## config.mk

```make
export PLATFORM = sky130hd
export DESIGN_NAME = nvm_prog_ctrl
export DESIGN_NICKNAME = d
export VERILOG_FILES = /design/src/rtl/nvm_pkg.sv /design/src/rtl/nvm_unlock.sv /design/src/rtl/nvm_timer.sv /design/src/rtl/nvm_array.sv /design/src/rtl/nvm_prog_ctrl.sv
export SDC_FILE = /design/constraint.sdc
export NUM_CORES = 2
export LEC_CHECK = 0
export BUFFER_PORTS_ARGS = -buffer_cell sky130_fd_sc_hd__buf_2
export CAP_MARGIN = 20
export CORE_AREA = 3 3 405 407
export CTS_BUF_LIST = sky130_fd_sc_hd__clkbuf_8 sky130_fd_sc_hd__clkbuf_16
export CTS_CLUSTER_SIZE = 25
export DETAILED_ROUTE_END_ITERATION = 6
export DIE_AREA = 0 0 408 410
export GPL_TIMING_DRIVEN = 1
export SLEW_MARGIN = 20
export SYNTH_ARGS = -nofsm -noshare
export SYNTH_HDL_FRONTEND = slang
export SYNTH_SLANG_ARGS = --single-unit
```

## constraint.sdc

```tcl
create_clock -name clk -period 9.1 [get_ports clk]
set_input_delay 0.91 -clock clk [delete_from_list [all_inputs] [get_ports clk]]
set_output_delay 0.91 -clock clk [all_outputs]
set_load 0.005 [all_outputs]
```

## src/rtl/nvm_pkg.sv

```systemverilog
// Shared constants and helpers for the flash program/erase controller.
// Assumes a 32-bit register bus with a 2-bit write-view selector.
package nvm_pkg;
    localparam logic [1:0] RS_CTRL = 2'd0;
    localparam logic [1:0] RS_KEY  = 2'd1;
    localparam logic [1:0] RS_ADDR = 2'd2;
    localparam logic [1:0] RS_DATA = 2'd3;

    localparam logic [1:0] WV_CLR = 2'd1;
    localparam logic [1:0] WV_SET = 2'd2;

    localparam logic [31:0] KEY_FIRST  = 32'h0000_0000;
    localparam logic [31:0] KEY_SECOND = 32'hAA99_6655;
    localparam logic [31:0] KEY_THIRD  = 32'h5566_99AA;

    localparam logic [3:0] OPC_WORD  = 4'd1;
    localparam logic [3:0] OPC_ERASE = 4'd4;

    localparam int CB_START = 15;
    localparam int CB_WEN   = 14;
    localparam int CB_LOCKE = 13;
    localparam int CB_LVE   = 12;

    // Result of a write through one of the views onto a 32-bit register.
    function automatic logic [31:0] view_apply(input logic [1:0] view,
                                               input logic [31:0] cur,
                                               input logic [31:0] wd);
        case (view)
            WV_CLR:  return cur & ~wd;
            WV_SET:  return cur | wd;
            default: return wd;
        endcase
    endfunction

    // Same as view_apply, for a single bit.
    function automatic logic bit_apply(input logic [1:0] view,
                                       input logic cur,
                                       input logic wd);
        case (view)
            WV_CLR:  return cur & ~wd;
            WV_SET:  return cur | wd;
            default: return wd;
        endcase
    endfunction
endpackage

```

## src/rtl/nvm_unlock.sv

```systemverilog
// Key ritual sequencer: tracks three ordered key writes made with
// write-enable high, and stays armed only until the next bus access.
// Assumes at most one bus access per cycle.
module nvm_unlock
    import nvm_pkg::*;
(
    input  logic        clk,
    input  logic        rst_n,
    input  logic        acc,
    input  logic        key_wr,
    input  logic [31:0] key_val,
    input  logic        wen,
    output logic        armed
);
    typedef enum logic [1:0] {UK_IDLE, UK_ONE, UK_TWO, UK_ARM} uk_e;
    uk_e st, st_nxt;

    // Next ritual state from the current bus access.
    always_comb begin
        st_nxt = st;
        if (acc) begin
            if (!key_wr || !wen)                          st_nxt = UK_IDLE;
            else if (key_val == KEY_FIRST)                st_nxt = UK_ONE;
            else if (st == UK_ONE && key_val == KEY_SECOND) st_nxt = UK_TWO;
            else if (st == UK_TWO && key_val == KEY_THIRD)  st_nxt = UK_ARM;
            else                                          st_nxt = UK_IDLE;
        end
    end

    // Ritual state register.
    always_ff @(posedge clk) begin
        if (!rst_n) st <= UK_IDLE;
        else        st <= st_nxt;
    end

    assign armed = (st == UK_ARM);

    // arming is reached only from the second-key stage
    a_r4_arm_order: assert property (@(posedge clk) disable iff (!rst_n)
        $rose(armed) |-> $past(st == UK_TWO));
    // any non-key access ends the armed window
    a_r4_window: assert property (@(posedge clk) disable iff (!rst_n)
        (armed && acc && !key_wr) |=> !armed);
endmodule

```

## src/rtl/nvm_timer.sv

```systemverilog
// Operation timer: holds busy for a per-operation number of cycles and
// flags the final busy cycle. Assumes ERASE_CYC >= WRITE_CYC >= 1.
module nvm_timer
    import nvm_pkg::*;
#(
    parameter int ERASE_CYC = 24,
    parameter int WRITE_CYC = 6
) (
    input  logic       clk,
    input  logic       rst_n,
    input  logic       start,
    input  logic [3:0] op,
    output logic       busy,
    output logic       done
);
    localparam int CNT_W = $clog2(ERASE_CYC + 1);
    logic [CNT_W-1:0] cnt;
    logic [CNT_W-1:0] load;

    // Length of the operation being started, minus one.
    always_comb begin
        if (op == OPC_ERASE)     load = CNT_W'(ERASE_CYC - 1);
        else if (op == OPC_WORD) load = CNT_W'(WRITE_CYC - 1);
        else                     load = '0;
    end

    // Busy flag and down-counter.
    always_ff @(posedge clk) begin
        if (!rst_n) begin
            busy <= 1'b0;
            cnt  <= '0;
        end else if (start) begin
            busy <= 1'b1;
            cnt  <= load;
        end else if (busy) begin
            if (cnt == '0) busy <= 1'b0;
            else           cnt  <= cnt - 1'b1;
        end
    end

    assign done = busy && (cnt == '0);

    // counter never exceeds the longest operation
    a_r6_cnt_bound: assert property (@(posedge clk) disable iff (!rst_n)
        busy |-> (int'(cnt) < ERASE_CYC));
    // completion always drops busy
    a_r6_done_ends: assert property (@(posedge clk) disable iff (!rst_n)
        (done && !start) |=> !busy);
endmodule

```

## src/rtl/nvm_array.sv

```systemverilog
// Behavioural flash storage: page erase to all ones and AND-only word
// program, with an asynchronous observation read port. Assumes that erase
// and program are never requested in the same cycle.
module nvm_array #(
    parameter int PAGES      = 4,
    parameter int PAGE_WORDS = 8
) (
    input  logic                                clk,
    input  logic                                rst_n,
    input  logic                                do_erase,
    input  logic                                do_write,
    input  logic [$clog2(PAGES*PAGE_WORDS)-1:0] widx,
    input  logic [31:0]                         wdata,
    input  logic [$clog2(PAGES*PAGE_WORDS)-1:0] ridx,
    output logic [31:0]                         rdata
);
    localparam int WORDS = PAGES * PAGE_WORDS;
    localparam int IDX_W = $clog2(WORDS);
    localparam int PW_W  = $clog2(PAGE_WORDS);
    localparam int PG_W  = IDX_W - PW_W;

    logic [31:0] mem [WORDS];

    // Storage update: reset to erased, page erase, or AND program.
    always_ff @(posedge clk) begin
        if (!rst_n) begin
            for (int k = 0; k < WORDS; k++) mem[k] <= '1;
        end else if (do_erase) begin
            for (int k = 0; k < WORDS; k++)
                if (widx[IDX_W-1:PW_W] == PG_W'(k / PAGE_WORDS)) mem[k] <= '1;
        end else if (do_write) begin
            mem[widx] <= mem[widx] & wdata;
        end
    end

    assign rdata = mem[ridx];

    // programming never turns a 0 bit into a 1
    a_r8_bits_only_fall: assert property (@(posedge clk) disable iff (!rst_n)
        (do_write && !do_erase) |=> ((mem[$past(widx)] & ~$past(mem[widx])) == 32'h0));
    // erased target word reads all ones afterwards
    a_r7_erased_ones: assert property (@(posedge clk) disable iff (!rst_n)
        do_erase |=> (mem[$past(widx)] == 32'hFFFF_FFFF));
endmodule

```

## src/rtl/nvm_prog_ctrl.sv

```systemverilog
// Flash program/erase controller top: register file with overwrite, set
// and clear views, key ritual, operation timer and behavioural array.
// Assumes one bus access per cycle; pg_lock and lv_fault are sampled at
// the completion of an operation.
module nvm_prog_ctrl
    import nvm_pkg::*;
#(
    parameter int PAGES      = 4,
    parameter int PAGE_WORDS = 8,
    parameter int ERASE_CYC  = 24,
    parameter int WRITE_CYC  = 6
) (
    input  logic                                clk,
    input  logic                                rst_n,
    input  logic                                bus_req,
    input  logic                                bus_we,
    input  logic [3:0]                          bus_addr,
    input  logic [31:0]                         bus_wdata,
    output logic [31:0]                         bus_rdata,
    input  logic [PAGES-1:0]                    pg_lock,
    input  logic                                lv_fault,
    input  logic [$clog2(PAGES*PAGE_WORDS)-1:0] arr_ridx,
    output logic [31:0]                         arr_rdata
);
    localparam int WORDS = PAGES * PAGE_WORDS;
    localparam int IDX_W = $clog2(WORDS);
    localparam int PW_W  = $clog2(PAGE_WORDS);

    logic [3:0]  op_q;
    logic        wen_q, locke_q, lve_q;
    logic [31:0] addr_q, data_q;
    logic        busy, done, armed;

    logic [1:0]  rsel, view;
    logic        wr_acc, ctrl_wr;
    logic [3:0]  op_new;
    logic        wen_new, start_new;
    logic        start, prog_op, refuse;
    logic [IDX_W-1:0]      widx;
    logic [IDX_W-PW_W-1:0] page;

    assign rsel    = bus_addr[3:2];
    assign view    = bus_addr[1:0];
    assign wr_acc  = bus_req && bus_we;
    assign ctrl_wr = wr_acc && (rsel == RS_CTRL);
    assign widx    = addr_q[IDX_W+1:2];
    assign page    = addr_q[IDX_W+1:PW_W+2];

    // Control fields as they would be after the current write.
    always_comb begin
        for (int b = 0; b < 4; b++) op_new[b] = bit_apply(view, op_q[b], bus_wdata[b]);
        wen_new   = bit_apply(view, wen_q, bus_wdata[CB_WEN]);
        start_new = bit_apply(view, busy, bus_wdata[CB_START]);
    end

    assign start   = ctrl_wr && !busy && armed && wen_q && wen_new && start_new;
    assign prog_op = (op_q == OPC_WORD) || (op_q == OPC_ERASE);
    assign refuse  = lv_fault || pg_lock[page];

    // Control fields: operation code and write-enable, frozen while busy.
    always_ff @(posedge clk) begin
        if (!rst_n) begin
            op_q  <= '0;
            wen_q <= 1'b0;
        end else if (ctrl_wr && !busy) begin
            op_q  <= op_new;
            wen_q <= wen_new;
        end
    end

    // Sticky error flags: set at refused completion, cleared by a no-op start.
    always_ff @(posedge clk) begin
        if (!rst_n) begin
            locke_q <= 1'b0;
            lve_q   <= 1'b0;
        end else if (start && op_new != OPC_WORD && op_new != OPC_ERASE) begin
            locke_q <= 1'b0;
            lve_q   <= 1'b0;
        end else if (done && prog_op) begin
            if (lv_fault)           lve_q   <= 1'b1;
            else if (pg_lock[page]) locke_q <= 1'b1;
        end
    end

    // Address and data registers, frozen while busy.
    always_ff @(posedge clk) begin
        if (!rst_n) begin
            addr_q <= '0;
            data_q <= '0;
        end else if (wr_acc && !busy) begin
            if (rsel == RS_ADDR) addr_q <= view_apply(view, addr_q, bus_wdata);
            if (rsel == RS_DATA) data_q <= view_apply(view, data_q, bus_wdata);
        end
    end

    // Read-back multiplexer; the key port reads as zero.
    always_comb begin
        case (rsel)
            RS_CTRL: bus_rdata = {16'h0, busy, wen_q, locke_q, lve_q, 8'h0, op_q};
            RS_ADDR: bus_rdata = addr_q;
            RS_DATA: bus_rdata = data_q;
            default: bus_rdata = 32'h0;
        endcase
    end

    nvm_unlock u_unlock (
        .clk     (clk),
        .rst_n   (rst_n),
        .acc     (bus_req),
        .key_wr  (wr_acc && (rsel == RS_KEY)),
        .key_val (bus_wdata),
        .wen     (wen_q),
        .armed   (armed)
    );

    nvm_timer #(.ERASE_CYC(ERASE_CYC), .WRITE_CYC(WRITE_CYC)) u_timer (
        .clk   (clk),
        .rst_n (rst_n),
        .start (start),
        .op    (op_new),
        .busy  (busy),
        .done  (done)
    );

    nvm_array #(.PAGES(PAGES), .PAGE_WORDS(PAGE_WORDS)) u_array (
        .clk      (clk),
        .rst_n    (rst_n),
        .do_erase (done && op_q == OPC_ERASE && !refuse),
        .do_write (done && op_q == OPC_WORD && !refuse),
        .widx     (widx),
        .wdata    (data_q),
        .ridx     (arr_ridx),
        .rdata    (arr_rdata)
    );

    // busy only rises right after an armed ritual
    a_r4_start_unlocked: assert property (@(posedge clk) disable iff (!rst_n)
        $rose(busy) |-> $past(armed));
    // busy only rises when write-enable was already set
    a_r5_start_wen: assert property (@(posedge clk) disable iff (!rst_n)
        $rose(busy) |-> $past(wen_q));
    // address and data hold while busy
    a_r12_addr_frozen: assert property (@(posedge clk) disable iff (!rst_n)
        (busy && wr_acc && rsel == RS_ADDR) |=> $stable(addr_q));
    a_r12_data_frozen: assert property (@(posedge clk) disable iff (!rst_n)
        (busy && wr_acc && rsel == RS_DATA) |=> $stable(data_q));
    // low-voltage refusal raises its flag
    a_r10_lve_set: assert property (@(posedge clk) disable iff (!rst_n)
        (done && prog_op && lv_fault) |=> lve_q);
    // operation code holds while busy
    a_r12_op_frozen: assert property (@(posedge clk) disable iff (!rst_n)
        busy |=> (busy ? $stable(op_q) : 1'b1));
endmodule

```

==> results.json <==
{
  "worst_pin_slew_ns": 1.128,
  "synth-main-ff-cell": "edfxtp_1",
  "fin_util_pct": 39.61,
  "timing.fmax_mhz": 197.0,
  "drt_iter0_drc": 5347,
  "synth_area_per_cell_um2": 14.40,
  "layout_commonest_cell": "nand2_1",
  "drtAntennaViolNets": 0,
  "cts.clk_slew.worst_paths_ns": 0.06,
  "tns_ns": 0,
  "arrival_ns": 4.17,
  "outcome": "finished, final reports clean",
  "dieHeight_um": 410,
  "synth_top_family_by_area": "multiplexers",
  "drtPass1Iterations": 5,
  "die_w_um": 408,
  "cp_common_cell": "mux4_2",
  "placed_cells": 5884,
  "port_buffers": 113,
  "dieArea_um2": 167300,
  "holdCritPathClass": "flop to flop",
  "grtUsageMet1_pct": 31.77,
  "synth_adder_area_share_pct": 0.08901,
  "slowest_stage": "buf_4",
  "grt_pass1_vias": 36630,
  "synth_top_area_share_pct": 54.69,
  "synth_compound_area_share_pct": 4.437,
  "ys_async_sr_fraction_pct": 0,
  "root_buffer": "clkbuf_16",
  "synth_top_area_cell": "edfxtp_1",
  "fin_cells": 6098,
  "rsz0062_at_grt": "false",
  "globalRouteOverflowTotal": 0,
  "dp_hpwl_um": 106900,
  "post_cts_buffers": 0,
  "crit_buf_inv": 3,
  "ios": 114,
  "period_needed_ns": 5.077,
  "vias": 37430,
  "netlist_instances": 3905,
  "layout_common_cells": "1067 x nand2_1, 1024 x edfxtp_1, 577 x mux4_2",
  "relSlewSlack_pct": 24.54,
  "cts_tree": "yes",
  "placementRows": 147,
  "fin_crit_sh_pct": 55.79,
  "finalHoldViolCount": 0,
  "wl_per_cell_um": 31.80,
  "ys_ff_latch": 1108,
  "clock_skew_ns": 0.04039,
  "core_area_um2": 160600,
  "cts_num_sinks": 1108,
  "cts_resized": 0,
  "synth_edf_count": 1024,
  "synthXorXnorAreaFrac_pct": 0.07788,
  "synthToLayoutAreaGrowth_pct": 13.11,
  "antenna_found_initial": 5,
  "synthMuxAreaShare_pct": 25.73,
  "cts_max_level": 3,
  "slowest_delay_ns": 0.82,
  "clk_path_buf_depth": 3,
  "drc": 0,
  "rrSetupSlack_ns": 4.57,
  "syn_area_um2": 56230,
  "syn_nets": 3959,
  "worst_setup_path_start_kind": "input port",
  "p_per_area_nw_per_um2": 187.3,
  "drive_gt1_share_pct": 30.45,
  "grt_max_degree": 119,
  "cap_violations": 0,
  "setup_viol": 0,
  "ys_types": 50,
  "wirelength_um": 193900,
  "met2_usage_pct": 34.01,
  "synthTopCellsByArea": "edfxtp_1 55%, mux4_2 23%, nand2_1 7.1%, dfxtp_1 3.0%, clkbuf_1 2.3%",
  "peakVddDrop_mv": 0.1629,
  "start_util_pct": 35.02,
  "grt.busiest_layer": "met2",
  "grt_first_pass_wirelength_um": 275500,
  "worstPathCellList": "buf_8 > buf_4 > mux4_2 > mux4_2 > mux2_2 > buf_2",
  "gr-usage-met3_pct": 6.223,
  "crit_type": "input port to output pin",
  "endpoint_kind": "output pin",
  "yosys.area_share.simple_pct": 8.945,
  "hold_slack_ns": 0.4650,
  "cts-buffers-inserted": 112,
  "place_congestion": 0.8392,
  "routed_via_density": 6.139,
  "fin_nets": 3892,
  "yosysWarnings": 0,
  "power_leakage_nw": 19.27,
  "crit_required_ns": 8.19,
  "track_usage_pct": 22.82,
  "ys_seq_area_share_pct": 57.68,
  "crit_family": "buffers and inverters",
  "clk_latency_ns": 0.75,
  "finalMaxSlewViolations": 0,
  "worstPathMaxFanout": 72,
  "cts_hold_buf": 0
}
report_power, final:
part           internal (mW)  switching (mW)  leakage [nW]
clock network           2.78            2.10          1.94
registers               5.79           0.151          11.0
logic                  0.489           0.595          6.31
total                   9.06            2.85          19.3
cell type report:
class	instances	area, µm²
clock buffer	118	2908
fill	14600	96970
sequential	1108	32440
inverter	34	127.6
clock inverter	92	952.2
antenna	4	10.01
timing repair buffer	233	1570
tap	2160	2703
multi-input combinational	2349	22880
cell usage after synthesis, types with 6 or more instances:
master,instances
mux2i_1,48
a31o_2,8
a211oi_1,56
o211ai_1,24
buf_1,39
a21oi_1,104
mux2_2,88
nor2_1,53
a22o_1,8
buf_2,25
nor2b_1,60
inv_1,33
edfxtp_1,1024
nand2_1,1067
nand3_1,8
nand2b_1,8
a211o_1,24
mux4_2,577
a22oi_1,32
or2_2,6
dfxtp_1,84
nand4_1,10
nor3_1,10
nor4_1,11
clkbuf_1,350
o21ai_0,68
o221ai_1,8
a31oi_1,6
o2111ai_1,26
sequential cells by signal, summed over array words and instances (netlist names), named ones only:
register	cells
addr_q	32
u_timer.busy	1
lve_q	1
locke_q	1
u_unlock.st	2
data_q	32
u_timer.cnt	5
wen_q	1
u_array.mem	1024
op_q	4
metrics by stage:
step,power (mW),instance area [µm²],setup WS [ns]
2_1_floorplan,6.682,56230,4.160
3_3_place_gp,7.102,59720,3.994
3_5_place_dp,7.118,59720,3.969
4_1_cts,11.96,63580,3.970
5_1_grt,12.22,63590,3.788
6_report,11.91,63600,4.023
worst min-delay path, delay by kind of cell (launching register included):
family | cells | cell delay [ns]
simple gates | 1 | 0.06
compound gates | 1 | 0.04
flops | 1 | 0.32
per-layer routing:
layer	part of all wire [%]	wire [µm]	up-vias
li1	-	-	14940
met1	39	75710	19550
met2	44	86160	2526
met3	12	23420	418
met4	4.4	8584	2
met5	0.0088	17	-
path summary, 6_finish.rpt:
check | start | end | depth (start not counted)
worst min-delay path | addr_q[1] | addr_q[1] | 2
worst max register to register | addr_q[5] | u_array.mem[9][26] | 5
worst min register to register | addr_q[1] | addr_q[1] | 2
worst max-delay path | arr_ridx[0] | arr_rdata[12] | 6
logic make-up after synthesis:
family	after synthesis
buffers and inverters	448
DFF	1108
AOI/OAI and AO/OA	378
and+or+nand+nor	1249
adders and majority gates	4
xor gates and xnor gates	5
muxes	713
Power figures use the tool's default switching activity.
